===== src/rtl/csk_pkg.sv =====
package csk_pkg;

    localparam int unsigned MAX_SEG = 16;

    typedef int unsigned seg_list_t [MAX_SEG];

    localparam seg_list_t SEG_UNIFORM4 = '{default: 4};

    typedef struct packed {
        logic p;
        logic g;
    } pg_t;

    function automatic pg_t make_pg(input logic a, input logic b);
        pg_t r;
        r.p = a ^ b;
        r.g = a & b;
        return r;
    endfunction

    // bit offset of segment idx (sum of sizes of all segments below it)
    function automatic int unsigned seg_lo(input seg_list_t sz, input int unsigned idx);
        int unsigned acc;
        acc = 0;
        for (int k = 0; k < int'(MAX_SEG); k++) begin
            if (k < int'(idx)) acc += sz[k];
        end
        return acc;
    endfunction

endpackage


===== src/rtl/csk_segment.sv =====
module csk_segment #(
    parameter int unsigned W = 4
) (
    input  logic [W-1:0] a,
    input  logic [W-1:0] b,
    input  logic         cin,
    output logic [W-1:0] sum,
    output logic         gp,
    output logic         cout
);
    csk_pkg::pg_t [W-1:0] pg;
    logic [W:0]           c;

    always_comb begin
        c[0] = cin;
        gp   = 1'b1;
        for (int i = 0; i < int'(W); i++) begin
            pg[i]    = csk_pkg::make_pg(a[i], b[i]);
            c[i+1]   = pg[i].g | (pg[i].p & c[i]);
            sum[i]   = pg[i].p ^ c[i];
            gp       = gp & pg[i].p;
        end
    end

    assign cout = gp ? cin : c[W];

    logic [W:0] seg_ref;
    always_comb begin
        seg_ref = {1'b0, a} + {1'b0, b} + {{W{1'b0}}, cin};

        seg_ripple_chk : assert ({c[W], sum} == seg_ref)
            else $error("segment ripple result mismatch");

        seg_skip_chk : assert (!gp || (c[W] == cin))
            else $error("skipped segment ripple carry differs from incoming carry");
    end

endmodule


===== src/rtl/csk_super.sv =====
module csk_super #(
    parameter csk_pkg::seg_list_t SZ    = csk_pkg::SEG_UNIFORM4,
    parameter int unsigned        FIRST = 0,
    parameter int unsigned        GRP   = 4,
    parameter int unsigned        W     = 16
) (
    input  logic [W-1:0] a,
    input  logic [W-1:0] b,
    input  logic         cin,
    output logic [W-1:0] sum,
    output logic         cout
);
    localparam int unsigned BASE = csk_pkg::seg_lo(SZ, FIRST);

    logic [GRP:0]   bc;
    logic [GRP-1:0] gps;
    logic           sp;

    assign bc[0] = cin;

    for (genvar j = 0; j < int'(GRP); j++) begin : g_seg
        localparam int unsigned LO = csk_pkg::seg_lo(SZ, FIRST + j) - BASE;
        localparam int unsigned SW = SZ[FIRST + j];
        csk_segment #(.W(SW)) u_seg (
            .a    (a[LO +: SW]),
            .b    (b[LO +: SW]),
            .cin  (bc[j]),
            .sum  (sum[LO +: SW]),
            .gp   (gps[j]),
            .cout (bc[j+1])
        );
    end

    assign sp   = &gps;
    assign cout = sp ? cin : bc[GRP];

    logic [W:0] sup_ref;
    always_comb begin
        sup_ref = {1'b0, a} + {1'b0, b} + {{W{1'b0}}, cin};

        sup_sum_chk : assert ({cout, sum} == sup_ref)
            else $error("super-segment result mismatch");

        sup_skip_chk : assert (!sp || (bc[GRP] == cin))
            else $error("first-level carry disagrees with super skip");
    end

endmodule


===== src/rtl/csk_adder.sv =====
module csk_adder #(
    parameter int unsigned        WIDTH = 32,
    parameter int unsigned        NSEG  = 8,
    parameter int unsigned        GRP   = 4,
    parameter csk_pkg::seg_list_t SZ    = csk_pkg::SEG_UNIFORM4
) (
    input  logic [WIDTH-1:0] opnd_a,
    input  logic [WIDTH-1:0] opnd_b,
    input  logic             carry_in,
    output logic [WIDTH-1:0] sum,
    output logic             carry_out
);
    localparam int unsigned NSUP = NSEG / GRP;

    if (csk_pkg::seg_lo(SZ, NSEG) != WIDTH) begin : g_bad_sizes
        $error("segment sizes do not add up to WIDTH");
    end
    if ((NSEG % GRP) != 0 || NSEG > csk_pkg::MAX_SEG) begin : g_bad_group
        $error("segment count must be a multiple of GRP and at most MAX_SEG");
    end

    logic [NSUP:0] sc;
    assign sc[0] = carry_in;

    for (genvar s = 0; s < int'(NSUP); s++) begin : g_sup
        localparam int unsigned LO = csk_pkg::seg_lo(SZ, s * GRP);
        localparam int unsigned SW = csk_pkg::seg_lo(SZ, (s + 1) * GRP) - LO;
        csk_super #(.SZ(SZ), .FIRST(s * GRP), .GRP(GRP), .W(SW)) u_sup (
            .a    (opnd_a[LO +: SW]),
            .b    (opnd_b[LO +: SW]),
            .cin  (sc[s]),
            .sum  (sum[LO +: SW]),
            .cout (sc[s+1])
        );
    end

    // the carry out of the top super-segment leaves the adder
    assign carry_out = sc[NSUP];

    logic [WIDTH:0] top_ref;
    always_comb begin
        top_ref = {1'b0, opnd_a} + {1'b0, opnd_b} + {{WIDTH{1'b0}}, carry_in};

        add_result_chk : assert ({carry_out, sum} == top_ref)
            else $error("adder result mismatch");
    end

endmodule


===== config.mk =====
export PLATFORM = sky130hd
export DESIGN_NAME = csk_adder
export DESIGN_NICKNAME = d
export VERILOG_FILES = /design/src/rtl/csk_pkg.sv /design/src/rtl/csk_segment.sv /design/src/rtl/csk_super.sv /design/src/rtl/csk_adder.sv
export SDC_FILE = /design/constraint.sdc
export NUM_CORES = 1
export LEC_CHECK = 0
export BUFFER_PORTS_ARGS = -buffer_cell sky130_fd_sc_hd__buf_4
export CORE_MARGIN = 3
export CORE_UTILIZATION = 39
export DETAILED_ROUTE_END_ITERATION = 8
export MAX_ROUTING_LAYER = met4
export PLACE_DENSITY = 0.81
export SYNTH_ARGS = -nofsm -noshare
export SYNTH_HDL_FRONTEND = slang
export SYNTH_SLANG_ARGS = --single-unit
export TNS_END_PERCENT = 5

===== constraint.sdc =====
create_clock -name vclk -period 14.8
set_clock_uncertainty 0.1 [all_clocks]
set_input_delay 0.74 -clock vclk [all_inputs]
set_output_delay 0.74 -clock vclk [all_outputs]
set_load 0.1 [all_outputs]

==> After elaboration in Yosys (flattened, before gate mapping) <==
Cells that the tools add are included.
{ "classes": {"n_mux": 10, "bitwise_logic": 184, "n_reduce_logical": 2} }
{ "op_table": {"columns": ["cell", "count"], "rows": [
  ["$and A1 B1 Y1", 88],
  ["$xor A1 B1 Y1", 64],
  ["$or A1 B1 Y1", 32],
  ["$mux W1", 10],
  ["$reduce_and A4 Y1", 2]
]} }
{ "word_totals": {"register_bits": 0, "output_inout_bits": 33, "wordCells": 196} }

==> Depth between registers and ports, before layout <==
{ "logic_depth": {"depth_word": 75, "mapped_depth": 54, "mapped_depth_nobuf": 54} }

==> Cells and area by module <==
Synthesis repeated with hierarchy kept, for this count alone.
{ "unflattened": {"hier_cells": 156, "hier_area_um2": 1516.5} }
{ "modules_own_cells": {"columns": ["module", "instances", "cells_per_inst", "area_each_um2"], "rows": [
  ["csk_segment", 8, 19, 185.2],
  ["csk_super", 2, 2, 17.5]
]} }

==> Worst setup path before layout <==
No wires, ideal clock.
{ "synth_path": {"path_kind": "input to output", "from": "input port opnd_a[0]", "to": "output port sum[31]", "arrival_ns": 14.876, "required_time_ns": 13.960, "path_slack_ns": -0.916, "path_stages": 52, "path_buffers": 0, "cell_sequence": "inv_1 > fa_1 > inv_1 > fa_1 > fa_1 > fa_1 > mux2i_2 > inv_1 > fa_1 > fa_1 > fa_1 > fa_1 > nand2_1 > o21ai_0 > fa_1 > fa_1 > fa_1 > fa_1 > (+16 left out) > fa_1 > fa_1 > fa_1 > fa_1 > a21oi_1 > nor2_1 > fa_1 > fa_1 > fa_1 > fa_1 > nand2_1 > o31ai_2 > fa_1 > fa_1 > fa_1 > inv_1 > fa_1 > inv_1"} }
{ "synth_between": {"elab_chain_len": 72, "elab_cells_between_ends": 77, "classes_between": "8 x mux; 68 x bitwise; 1 x reduce/logical"} }
{ "synth_lines": {"columns": ["item", "line_no", "rtl"], "rows": [
  ["from (decl)", "csk_adder.sv:7", "input logic [WIDTH-1:0] opnd_a,"],
  ["$xor A1 B1 Y1", "csk_pkg.sv:16", "r.p = a ^ b;"],
  ["$and A1 B1 Y1", "csk_segment.sv:19", "c[i+1] = pg[i].g | (pg[i].p & c[i]);"],
  ["$or A1 B1 Y1", "csk_segment.sv:19", null],
  ["$and A1 B1 Y1", "csk_segment.sv:19", null],
  ["$or A1 B1 Y1", "csk_segment.sv:19", null],
  ["$and A1 B1 Y1", "csk_segment.sv:19", null],
  ["$or A1 B1 Y1", "csk_segment.sv:19", null],
  ["$and A1 B1 Y1", "csk_segment.sv:19", null],
  ["(+56 left out)", null, null],
  ["$mux W1 *", "csk_segment.sv:25", "assign cout = gp ? cin : c[W];"],
  ["$and A1 B1 Y1 *", "csk_segment.sv:19", null],
  ["$or A1 B1 Y1 *", "csk_segment.sv:19", null],
  ["$and A1 B1 Y1 *", "csk_segment.sv:19", null],
  ["$or A1 B1 Y1 *", "csk_segment.sv:19", null],
  ["$and A1 B1 Y1 *", "csk_segment.sv:19", null],
  ["$or A1 B1 Y1 *", "csk_segment.sv:19", null],
  ["$xor A1 B1 Y1 *", "csk_segment.sv:20", "sum[i] = pg[i].p ^ c[i];"],
  ["to (decl)", "csk_adder.sv:10", "output logic [WIDTH-1:0] sum,"]
]} }
Every way passes the cells marked *; elsewhere a longest branch is shown, timed or not.

==> Worst setup path after layout <==
{ "layout_path": {"from": "input port carry_in", "to": "output port sum[31]"} }
{ "layout_between": {"elab_chain_len": 71} }
{ "layout_lines": {"columns": ["item", "line_no", "rtl"], "rows": [
  ["from (decl)", "csk_adder.sv:9", "input logic carry_in,"],
  ["$and A1 B1 Y1", "csk_segment.sv:19", null],
  ["$or A1 B1 Y1", "csk_segment.sv:19", null],
  ["$and A1 B1 Y1", "csk_segment.sv:19", null],
  ["$or A1 B1 Y1", "csk_segment.sv:19", null],
  ["$and A1 B1 Y1", "csk_segment.sv:19", null],
  ["$or A1 B1 Y1", "csk_segment.sv:19", null],
  ["$and A1 B1 Y1", "csk_segment.sv:19", null],
  ["$or A1 B1 Y1", "csk_segment.sv:19", null],
  ["(+55 left out)", null, null],
  ["$mux W1 *", "csk_segment.sv:25", null],
  ["$and A1 B1 Y1 *", "csk_segment.sv:19", null],
  ["$or A1 B1 Y1 *", "csk_segment.sv:19", null],
  ["$and A1 B1 Y1 *", "csk_segment.sv:19", null],
  ["$or A1 B1 Y1 *", "csk_segment.sv:19", null],
  ["$and A1 B1 Y1 *", "csk_segment.sv:19", null],
  ["$or A1 B1 Y1 *", "csk_segment.sv:19", null],
  ["$xor A1 B1 Y1 *", "csk_segment.sv:20", null]
]} }
Marked as above.

==> flow_summary.html <==
<table>
<tr><th>Metric</th><th>Value</th></tr>
<tr><th colspan="2">Worst setup path</th></tr>
<tr><td>Required time worst endpoint</td><td>between 10,000 and 15,000 ps</td></tr>
<tr><td>CP Launch Type</td><td>input port</td></tr>
<tr><td>CP Launch Point</td><td>carry_in</td></tr>
<tr><td>Worst path max stage delay</td><td>about 440 ps</td></tr>
<tr><td>Timing endpoint of the critical path</td><td>sum[31]</td></tr>
<tr><td>Depth of the critical timing path with buffers and inverters included</td><td>54</td></tr>
<tr><td>Cell repeated most along the worst path</td><td>sky130_fd_sc_hd__fa_2</td></tr>
<tr><td>Buffers plus inverters on the worst setup path</td><td>8</td></tr>
<tr><td>Arrival time worst endpoint</td><td>13,880 ps</td></tr>
<tr><td>Crit path capture type</td><td>output port</td></tr>
<tr><td>Crit path max fanout</td><td>2</td></tr>
<tr><td>Critical Setup Path Class</td><td>in -&gt; out</td></tr>
<tr><td>Cell with the largest stage delay on the worst path</td><td>sky130_fd_sc_hd__fa_1</td></tr>
<tr><td>Gate family responsible for the most delay along the worst path</td><td>adder cells</td></tr>
<tr><th colspan="2">Synth</th></tr>
<tr><td>Cell Area, Synth</td><td>between 1000 and 1500 sq um</td></tr>
<tr><td>Cell types occupying the most area after synthesis</td><td>sky130_fd_sc_hd__fa_1, sky130_fd_sc_hd__ha_1, sky130_fd_sc_hd__inv_1, sky130_fd_sc_hd__nand4_1, sky130_fd_sc_hd__nand2_1</td></tr>
<tr><td>Number of synthesis warnings</td><td>0</td></tr>
<tr><td>Most common library cells after synthesis</td><td>sky130_fd_sc_hd__fa_1, sky130_fd_sc_hd__ha_1, sky130_fd_sc_hd__inv_1</td></tr>
<tr><td>Gate Count Post-Synth</td><td>112</td></tr>
<tr><td>Synthesized area per cell</td><td>~12 sq um</td></tr>
<tr><td>Share of the synthesized area in the top cell type</td><td>48.5%</td></tr>
<tr><td>Cell type contributing the most total cell area after synthesis</td><td>sky130_fd_sc_hd__fa_1</td></tr>
<tr><td>Net count after synthesis</td><td>~240</td></tr>
<tr><td>Post-synthesis cell type count</td><td>21</td></tr>
<tr><td>Portion of the post-synthesis area used by sequential elements</td><td>0%</td></tr>
<tr><th colspan="2">Global routing</th></tr>
<tr><td>Largest net degree at the start of global routing</td><td>6</td></tr>
<tr><td>GR Overflow Total</td><td>0</td></tr>
<tr><td>Antenna violations before repair</td><td>0</td></tr>
<tr><td>First-pass GRT wire length</td><td>around 6500 um</td></tr>
<tr><td>Number of global-route vias before repair</td><td>1,456</td></tr>
<tr><td>Overall global routing resource usage</td><td>20.1%</td></tr>
<tr><th colspan="2">Finish</th></tr>
<tr><td>Seq_cells</td><td>0</td></tr>
<tr><td>Layout overhead on the synthesized area</td><td>78.8%</td></tr>
<tr><td>Diode count</td><td>0</td></tr>
<tr><td>Non-filler instance count after layout</td><td>267</td></tr>
<tr><td>Clk_buf instances</td><td>0</td></tr>
<tr><td>Nets</td><td>around 350</td></tr>
<tr><td># fillers</td><td>227</td></tr>
<tr><td>Area of all sequential standard cells</td><td>0 sq um</td></tr>
<tr><td>Layout cell share with drive strength beyond 1</td><td>roughly three quarters</td></tr>
<tr><th colspan="2">Drt</th></tr>
<tr><td>Count of unresolved DRC violations after routing</td><td>0</td></tr>
<tr><td>Wire length per cell after detailed routing</td><td>15.0 um</td></tr>
<tr><td>Remaining antenna violation count after routing</td><td>0</td></tr>
<tr><td>Mean number of vias per cell</td><td>4.69</td></tr>
<tr><td>DR iter-0 viols</td><td>12</td></tr>
<tr><td>Via count</td><td>~1,300</td></tr>
<tr><td>Sum of routed wire length over all layers</td><td>4000 um</td></tr>
<tr><td>Iteration count of the initial detailed-routing pass</td><td>4</td></tr>
<tr><th colspan="2">Place</th></tr>
<tr><td>Final estimated routing congestion in global placement</td><td>0.755</td></tr>
<tr><td>Number of port buffers</td><td>slightly below 100</td></tr>
<tr><td>Placed cell count</td><td>265</td></tr>
<tr><td>Placed wire-length estimate after detailed placement</td><td>3720 um</td></tr>
<tr><td>Pre-CTS worst setup slack</td><td>-695 ps</td></tr>
<tr><th colspan="2">Power</th></tr>
<tr><td>Pleak</td><td>0.00113 uW</td></tr>
<tr><td>Total power divided by cell area</td><td>104 nW/um^2</td></tr>
<tr><td>Power spent charging and discharging nets</td><td>185 uW</td></tr>
<tr><td>Relative contribution of the clock network to total power</td><td>0%</td></tr>
<tr><td>Part of the total power dissipated in combinational logic</td><td>100.0%</td></tr>
<tr><td>Maximum VDD drop</td><td>between 50 and 60 uV</td></tr>
<tr><td>Fraction of power consumed by sequential logic</td><td>0%</td></tr>
<tr><td>Pint</td><td>62.1 uW</td></tr>
<tr><td>Switching part of the total power</td><td>74.8%</td></tr>
<tr><th colspan="2">STA</th></tr>
<tr><td>Clock period minus worst slack</td><td>around 15,000 ps</td></tr>
<tr><td>Fin. max-slew vios</td><td>0</td></tr>
<tr><td>Sum of negative setup slack</td><td>0 ps</td></tr>
<tr><td>Worst-Margin Slew</td><td>408 ps</td></tr>
<tr><td>Fin crit share</td><td>99.5%</td></tr>
<tr><td>Final Hold Viols</td><td>0</td></tr>
<tr><td>Highest clock frequency the design can meet</td><td>about 68 MHz</td></tr>
<tr><td>Setup slack of the critical path after layout</td><td>77.6 ps</td></tr>
<tr><td>RSZ-0062 raised after global routing</td><td>true</td></tr>
<tr><td>Slew headroom</td><td>72.8%</td></tr>
<tr><td>Number of setup violations in the final report</td><td>0</td></tr>
<tr><th colspan="2">Floorplan</th></tr>
<tr><td>Die footprint</td><td>4120 sq um</td></tr>
<tr><td>IO Count</td><td>between 90 and 100</td></tr>
<tr><td>Chip height</td><td>64.2 um</td></tr>
<tr><td>DIE WIDTH</td><td>64.2 um</td></tr>
<tr><td>Number of cell rows</td><td>20</td></tr>
<tr><td>Area of the core</td><td>3150 sq um</td></tr>
<tr><td>Initial Util</td><td>41.9%</td></tr>
<tr><th colspan="2">Job</th></tr>
<tr><td>Max-cap violation count</td><td>0</td></tr>
<tr><th colspan="2">Worst hold path</th></tr>
<tr><td>Path class of the lowest-slack min-delay path</td><td>in -&gt; out</td></tr>
<tr><th colspan="2">CTS</th></tr>
<tr><td>Number of hold buffers added after CTS</td><td>0</td></tr>
<tr><th colspan="2">Outcome</th></tr>
<tr><td>Run status</td><td>finished clean</td></tr>
</table>
-- through the flow --
step,hold WS [ps],util [%],total power [uW],instance area (sq um)
floorplan,1920,-,197,1380
global placement,1910,71.5,236,2250
detailed placement,1900,71.5,240,2250
CTS,1910,73.7,246,2320
global route,1950,74.9,258,2360
finish,1940,74.9,247,2360
-- area by class of cell --
cell class                      count  area [sq um]  area share (%)
Multi-Input combinational cell     98          1400            59.1
Timing Repair Buffer              111           850            36.0
Inverter                           14          61.3            2.60
Tap cell                           44          55.1            2.33
-- kinds of logic (layout without fill, tap and decap cells) --
group           count (synthesis)  count (layout)  synth area share (%)
fa+ha+maj                      64              64                  78.8
simple gates                   22              22                  9.85
buf+inv                        14             125                  3.98
compound gates                 11              11                  6.34
mux                             1               1                  1.04
-- power groups by stage --
stage | Sequential (uW) | Combinational [uW] | Clock, uW
6_report | 0 | 247 | 0
5_1_grt | 0 | 258 | 0
4_1_cts | 0 | 246 | 0
3_5_place_dp | 0 | 240 | 0
3_3_place_gp | 0 | 236 | 0
2_1_floorplan | 0 | 197 | 0
-- layout by cell type (no fill, tap or decap), types with 2 or more instances in the layout --
cell type and count:
sky130_fd_sc_hd__inv_2 2, sky130_fd_sc_hd__nand4_1 5, sky130_fd_sc_hd__inv_1 9, sky130_fd_sc_hd__o21ai_2 3, sky130_fd_sc_hd__and4_1 2, sky130_fd_sc_hd__nand2_2 4
sky130_fd_sc_hd__nor2_1 2, sky130_fd_sc_hd__ha_1 32, sky130_fd_sc_hd__fa_1 2, sky130_fd_sc_hd__nor2_2 2, sky130_fd_sc_hd__buf_4 109, sky130_fd_sc_hd__inv_4 2
sky130_fd_sc_hd__fa_2 30
-- layer usage --
layer / up-vias / share of wire, % / routed length, um / track usage, %
met5: - / 0 / 0 / -
met4: 0 / 0.47 / 19 / 1.06
met3: 2 / 6.3 / 252 / 2.11
met2: 54 / 61 / 2460 / 43.1
met1: 612 / 32 / 1270 / 19.8
li1: 583 / - / - / -
-- how the worst min path moves through the flow --
stage                     slack, ps  endpoint       start  cells past startpoint
after floorplan                1920   sum[10]  opnd_b[10]                      1
after detailed placement       1900    sum[9]   opnd_b[9]                      3
final                          1940   sum[17]  opnd_b[17]                      3
after global routing           1950   sum[17]  opnd_b[17]                      3
after global placement         1910    sum[4]   opnd_b[4]                      3
after CTS                      1910   sum[11]  opnd_b[11]                      3
-- worst min-delay path, cell delays in order --
cell and delay, ps:
sky130_fd_sc_hd__buf_4 90, sky130_fd_sc_hd__fa_2 180, sky130_fd_sc_hd__buf_4 280
-- timing repair --
item | CTS | global route
endpoints found under the setup margin | 3 | 3
pin swaps | 5 | 0
setup buffers | 2 | 0
gates resized for setup | 23 | 11
No activity file was read; power rests on OpenSTA's default activity.
